### src/rtl/lbus_sequencer.sv
module lbus_sequencer #(
  parameter int OFS_W       = 16,
  parameter int ADDR_W      = 13,
  parameter int DATA_W      = 32,
  parameter int SETUP_CLKS  = 1,
  parameter int STROBE_CLKS = 2,
  parameter int SAMPLE_CLK  = 1
) (
  input  logic              clk,
  input  logic              rst_n,
  input  logic              host_req,
  input  logic              host_write,
  input  logic [OFS_W-1:0]  host_offset,
  input  logic [DATA_W-1:0] host_wdata,
  output logic              host_ack,
  output logic              host_err,
  output logic [DATA_W-1:0] host_rdata,
  output logic [ADDR_W-1:0] lb_addr,
  output logic [DATA_W-1:0] lb_wdata,
  input  logic [DATA_W-1:0] lb_rdata,
  output logic              lb_cs_n,
  output logic              lb_rd_n,
  output logic              lb_wr_n
);

  localparam int WIN_BIT = ADDR_W + 2;
  localparam int CNT_W   = $clog2(SETUP_CLKS + STROBE_CLKS + 1);
  localparam logic [CNT_W-1:0] SETUP_LAST  = CNT_W'(SETUP_CLKS - 1);
  localparam logic [CNT_W-1:0] STROBE_LAST = CNT_W'(STROBE_CLKS - 1);
  localparam logic [CNT_W-1:0] SAMPLE_CNT  = CNT_W'(STROBE_CLKS - SAMPLE_CLK);

  typedef enum logic [1:0] {S_IDLE, S_SETUP, S_STROBE, S_DONE} state_t;

  state_t            st;
  logic [CNT_W-1:0]  cnt;
  logic              is_wr;
  logic              reserved;

  assign reserved = |host_offset[OFS_W-1:WIN_BIT];

  always_ff @(posedge clk or negedge rst_n) begin
    if (!rst_n) begin
      st         <= S_IDLE;
      cnt        <= '0;
      is_wr      <= 1'b0;
      lb_addr    <= '0;
      lb_wdata   <= '0;
      host_rdata <= '0;
      host_ack   <= 1'b0;
      host_err   <= 1'b0;
    end else begin
      host_ack <= 1'b0;
      case (st)
        S_IDLE: if (host_req) begin
          host_rdata <= '0;
          if (reserved) begin
            host_ack <= 1'b1;
            host_err <= 1'b1;
            st       <= S_DONE;
          end else begin
            host_err <= 1'b0;
            lb_addr  <= host_offset[WIN_BIT-1:2];
            is_wr    <= host_write;
            if (host_write) lb_wdata <= host_wdata;
            cnt      <= SETUP_LAST;
            st       <= S_SETUP;
          end
        end
        S_SETUP:
          if (cnt == '0) begin
            cnt <= STROBE_LAST;
            st  <= S_STROBE;
          end else begin
            cnt <= cnt - 1'b1;
          end
        S_STROBE: begin
          if (!is_wr && cnt == SAMPLE_CNT) host_rdata <= lb_rdata;
          if (cnt == '0) begin
            host_ack <= 1'b1;
            st       <= S_DONE;
          end else begin
            cnt <= cnt - 1'b1;
          end
        end
        default: st <= S_IDLE;
      endcase
    end
  end

  assign lb_cs_n = (st != S_STROBE);
  assign lb_rd_n = lb_cs_n | is_wr;
  assign lb_wr_n = lb_cs_n | ~is_wr;

  p_strobe_pair_r3: assert property (@(posedge clk) disable iff (!rst_n)
    lb_cs_n == ($countones({~lb_rd_n, ~lb_wr_n}) == 0)) else $error("strobe pairing");
  p_one_dir_r3: assert property (@(posedge clk) disable iff (!rst_n)
    $onehot0({~lb_rd_n, ~lb_wr_n})) else $error("both direction strobes low");
  p_addr_stable_r2: assert property (@(posedge clk) disable iff (!rst_n)
    !lb_cs_n |-> $stable(lb_addr)) else $error("address moved under strobe");
  p_wdata_stable_r5: assert property (@(posedge clk) disable iff (!rst_n)
    !lb_wr_n |-> $stable(lb_wdata)) else $error("write data moved under strobe");
  p_ack_pulse_r6: assert property (@(posedge clk) disable iff (!rst_n)
    host_ack |=> !host_ack) else $error("ack longer than one clock");
  p_ack_on_release_r6: assert property (@(posedge clk) disable iff (!rst_n)
    (host_ack && !host_err) |-> $rose(lb_cs_n)) else $error("ack not at strobe release");
  p_reserved_quiet_r7: assert property (@(posedge clk) disable iff (!rst_n)
    (host_ack && host_err) |-> (lb_cs_n && host_rdata == '0 && $stable(lb_addr)))
    else $error("reserved request touched the bus");

endmodule

### config.mk
export PLATFORM = sky130hd
export DESIGN_NAME = lbus_sequencer
export DESIGN_NICKNAME = d
export VERILOG_FILES = /design/src/rtl/lbus_sequencer.sv
export SDC_FILE = /design/constraint.sdc
export NUM_CORES = 1
export LEC_CHECK = 0
export BUFFER_PORTS_ARGS = -buffer_cell sky130_fd_sc_hd__buf_2
export CAP_MARGIN = 40
export CORE_ASPECT_RATIO = 0.75
export CORE_MARGIN = 2
export CORE_UTILIZATION = 25
export DETAILED_ROUTE_END_ITERATION = 7
export PLACE_DENSITY_LB_ADDON = 0.05
export SYNTH_ARGS = -nofsm -noshare
export SYNTH_HDL_FRONTEND = slang
export SYNTH_SLANG_ARGS = --single-unit
### constraint.sdc
create_clock -name clk -period 2.53 [get_ports clk]
set_input_delay 0.506 -clock clk [delete_from_list [all_inputs] [get_ports clk]]
set_output_delay 0.506 -clock clk [all_outputs]
set_load 0.05 [all_outputs]
==> results.tsv, run 1 <==
metric	value	unit
status	completed	
Detailed Routing Iterations Pass 1	4	
Total Neg Setup Slack	0	ns
final period utilization	85.8	%
CP arrival	1.67	ns
vias in the first global route	2689	
1st-iter DRT viols	113	
die span in y	108	µm
total gr overflow	0	
final hold viol count	0	
crit path launch type	flip-flop	
Final Skew	0.00579	ns
layout cells sized above 1	49.0	%
Final min period	2.17	ns
Final Setup Violations	0	
count of state elements after synthesis	84	
CTS Buf Count	9	
Starting Density	26.0	%
Vias	2594	
worst hold path class	primary input to asynchronous set/reset pin	
PostCTS Resize Cnt	0	
synth warn	0	
largest net degree at the start of global routing	43	
row count	37	
f_max	460	MHz
Crit path depth	4	
Avg Inst Size Synth	12.6	µm²
worst reg2reg path depth	6	
area of the mapped netlist	0.00360	mm²
CP top delay family	flip-flops	
synthesized instance count	286	
critical path peak fanout	9	
Setup CP Type	flip-flop to output port	
worst-path cell chain	inv_1 -> ha_1 -> nand2_1 -> buf_2	
post-route ant nets	0	
initial antenna violation count	1	
RD Place Congestion	0.746	
Max Buffers Root-to-Sink	2	
worst-margin pin slew	0.668	ns
critical path launch point	st[0]	
critical path capture point	lb_wr_n	
max_cap viols	0	
Die Area	0.0154	mm²
Final Slew Violations	0	
Root Driver	clkbuf_16	
Layout area overhead	37.6	%
syn nets	381	
register area share after synthesis	58.3	%
CP Capture Type	output port	
Buf+Inv Stages, Crit Path	2	
Rel. slew slack	55.5	%
reg2reg start	st[0]	
gr usage total	11.5	%
# hold bufs at CTS	0	
drt wl/cell	13.7	µm
NumNets Final	549	
Die W	143	µm
CP max stage delay	0.42	ns
first-pass GRT wire length	13500	µm
Clk Latency, worst-skew pair	0.33	ns
H-tree depth	3	
clk sinks	84	
CTS clk-pin slew, worst paths	0.06	ns
synth unique cells	22	
Residual DRC	0	
DR vias/cell	4.09	
R2R Setup Slk	0.57	ns
RR Endpoint	host_rdata[3]	
core area	0.0139	mm²
slowest cell on the critical path	dfrtp_1	
Worst Path Required	2.02	ns
IO Pins	166	
CTS tree	built	
post-CTS setup buffers	0	
RSZ-0062 raised after global routing	no	
DP HPWL	6410	µm
number of port buffers	163	
total wire length	8680	µm
[cells in the final DEF (no fill, tap or decap), types with 2 or more instances in the layout]
master and n:
clkbuf_16 9, dfrtp_1 84, o21ai_0 3, mux2_1 10
mux2i_1 33, a21oi_1 3, ha_1 11, inv_1 39
buf_4 5, nand2b_1 3, mux2_2 40, nor2b_1 2
nand2_1 36, clkinvlp_4 3, buf_12 2, nand3_1 2
nor2_1 3, buf_2 162
[cell type report]
type / instances / area, µm²
antenna: 1 / 2.50
clock buffer: 11 / 243
clock inverter: 5 / 61.3
fill: 1419 / 8930
inverter: 39 / 146
multi-input combinational: 151 / 1300
sequential: 84 / 2100
tap: 175 / 219
timing repair buffer: 169 / 888
[cells by family after synthesis]
family                     after synthesis  share of synthesized area (%)
muxes                                   83                           24.8
adders and majority gates               11                           3.82
buffers and inverters                   51                           5.87
and+or+nand+nor                         49                           5.80
AOI/OAI and AO/OA                        8                           1.42
DFF                                     84                           58.3
[per-layer routing]
metal	vias to the layer above	global-route usage (%)	share of wire [%]
li1	1265	-	-
met2	77	18.8	48
met5	-	0	0
met4	0	3.39	0.65
met3	5	4.56	7.4
met1	1247	14.0	44
[through the flow]
step / std cells / setup slack (ns) / hold slack (ns) / utilization (%) / cell area, µm²
floorplan: 286 / 0.407 / 0.210 / - / 3600
global placement: 618 / 0.604 / 0.468 / 33.5 / 4650
detailed placement: 618 / 0.522 / 0.476 / 33.5 / 4650
CTS: 634 / 0.300 / 0.191 / 35.7 / 4960
global route: 634 / 0.168 / 0.214 / 35.7 / 4960
finish: 635 / 0.358 / 0.167 / 35.7 / 4960
[worst min path at each step]
| stage | startpoint | endpoint | cells past startpoint |
|---|---|---|---|
| final | rst_n | host_rdata[1] | 1 |
| after CTS | rst_n | host_rdata[1] | 1 |
| after detailed placement | lb_addr[11] | lb_addr[11] | 1 |
| after floorplan | rst_n | cnt[0] | 0 |
| after global routing | rst_n | lb_wdata[15] | 1 |
| after global placement | lb_addr[4] | lb_addr[4] | 1 |
[state kept, by name (all words and copies together), names as in the netlist]
| register | count |
|---|---|
| lb_addr | 13 |
| st | 2 |
| host_rdata | 32 |
| host_err | 1 |
| host_ack | 1 |
| lb_wdata | 32 |
| cnt | 2 |
| is_wr | 1 |
[cells in the mapped netlist (all sizes together)]
master  number  area (µm²)
a211oi       1        12.5
a21oi        3        15.0
a221oi       1        8.76
and2         1        6.26
buf         10        57.6
clkbuf       2        7.51
dfrtp       84        2100
ha          11         138
inv         39         146
mux2        50         563
mux2i       33         330
nand2       36         135
nand2b       3        18.8
nand3        2        10.0
nand4b       1        8.76
nor2         3        11.3
nor2b        2        12.5
o21ai        3        15.0
or2          1        6.26
Power of run 1 is left out: the tool's default activity adds up to more than one toggle a clock period on the data nets, which glitch-free logic cannot reach.
==> run 2, diff against run 1 <==
Settings changed: CTS_BUF_LIST set to sky130_fd_sc_hd__clkbuf_4 sky130_fd_sc_hd__clkbuf_8.
==> results.tsv, run 2 (synthesis results as in run 1) <==
metric	value	unit	change
CP Capture Type	output port		
f_max	454	MHz	-1.5%
PostCTS Resize Cnt	0		unchanged
Final Non-Filler Cells	635		unchanged
R2R Setup Slk	0.57	ns	about the same
Place WS	0.522	ns	unchanged
most common cell after layout, fill and taps aside	buf_2		
Max Buffers Root-to-Sink	2		unchanged
worst reg2reg path depth	6		unchanged
Clk Latency, worst-skew pair	0.35	ns	+0.02 ns
Final Setup Violations	0		unchanged
CP arrival	1.70	ns	+0.03 ns
Detailed Routing Iterations Pass 1	4		unchanged
Worst Path Required	2.02	ns	about the same
Largest regs	host_rdata: 32 flops, lb_wdata: 32 flops, lb_addr: 13 flops		
most frequent cells in the layout	buf_2 (162), dfrtp_1 (84), mux2_2 (40)		
critical path capture point	lb_cs_n		
1st-iter DRT viols	87		-23%
worst hold path class	primary input to asynchronous set/reset pin		
CTS Buf Count	9		unchanged
critical path launch point	st[0]		
final hold viol count	0		unchanged
total gr overflow	0		unchanged
CTS tree	built		
post-CTS setup buffers	0		unchanged
number of port buffers	163		unchanged
Final Slew Violations	0		unchanged
placed cell count	618		unchanged
IO Pins	166		unchanged
Final min period	2.20	ns	+0.0332 ns
vias in the first global route	2701		+0.45%
first-pass GRT wire length	13500	µm	-0.25%
critical path peak fanout	9		unchanged
Min Hold Slack	0.143	ns	-0.0240 ns
layout cells sized above 1	49.2	%	+0.22 points
RSZ-0062 raised after global routing	no		
Die W	143	µm	unchanged
status	completed		
Setup CP Type	flip-flop to output port		
Rel. slew slack	56.0	%	+0.54 points
clk sinks	84		unchanged
largest net degree at the start of global routing	43		unchanged
# hold bufs at CTS	0		unchanged
Layout area overhead	34.9	%	
RD Place Congestion	0.746		unchanged
die span in y	108	µm	unchanged
max_cap viols	0		unchanged
H-tree depth	3		unchanged
Die Area	0.0154	mm²	unchanged
initial antenna violation count	1		unchanged
NumNets Final	549		unchanged
Final Skew	0.0104	ns	+0.00457 ns
gr usage total	11.5	%	unchanged
core area	0.0139	mm²	unchanged
Residual DRC	0		unchanged
Starting Density	26.0	%	unchanged
worst-margin pin slew	0.660	ns	-0.00816 ns
DP HPWL	6410	µm	unchanged
Total Neg Setup Slack	0	ns	unchanged
Vias	2601		+0.27%
Final WS setup	0.325	ns	-0.0332 ns
DR vias/cell	4.10		+0.27%
final period utilization	87.1	%	+1.3 points
total wire length	8720	µm	+0.45%
reg2reg start	st[0]		
post-route ant nets	0		unchanged
CTS clk-pin slew, worst paths	0.08	ns	+0.02 ns
row count	37		unchanged
RR Endpoint	host_rdata[3]		
drt wl/cell	13.7	µm	+0.45%
Root Driver	clkbuf_8		
crit path launch type	flip-flop		
==> run 2: cell counts in the layout (fill, tap and decap cells not counted) <==
Identical to the previous run, type by type.
==> run 2: worst min path at each step <==
stage	to	slack [ns]	start
floorplan	cnt[0]	0.21	rst_n
global placement	lb_addr[4]	0.47	lb_addr[4]
detailed placement	lb_addr[11]	0.48	lb_addr[11]
CTS	lb_wdata[15]	0.15	rst_n
global route	lb_wdata[15]	0.17	rst_n
finish	host_rdata[1]	0.14	rst_n
==> run 2: final cells by class <==
cell class / instances / area, µm²
fillers: 1431 / 9020
flip-flops and latches: 84 / 2100
multi-input cells: 151 / 1300
repair buffers: 169 / 888
well taps: 175 / 219
inverters: 39 / 146
clock buffers: 11 / 145
clock inverters: 5 / 61.3
diodes: 1 / 2.50
==> run 2: stage by stage <==
step	util, %	area, µm²
after floorplan	-	3600
after global placement	33.5	4650
after detailed placement	33.5	4650
after CTS	35.0	4860
after global routing	35.0	4860
final	35.0	4860
==> run 2: critical path, cell delays in order, from the launching register on <==
cell     delay, ns
dfrtp_1       0.43
inv_1         0.14
ha_1          0.40
inv_1         0.14
buf_2         0.24
==> run 2: routing by layer <==
layer  vias up  GRT usage [%]  part of all wire (%)
met5         -              0                     0
met4         0           3.82                   1.2
met3         9           4.56                   7.6
met2        78           18.8                    47
met1      1254           13.8                    44
li1       1260              -                     -
Power of run 2 is left out for the same reason.
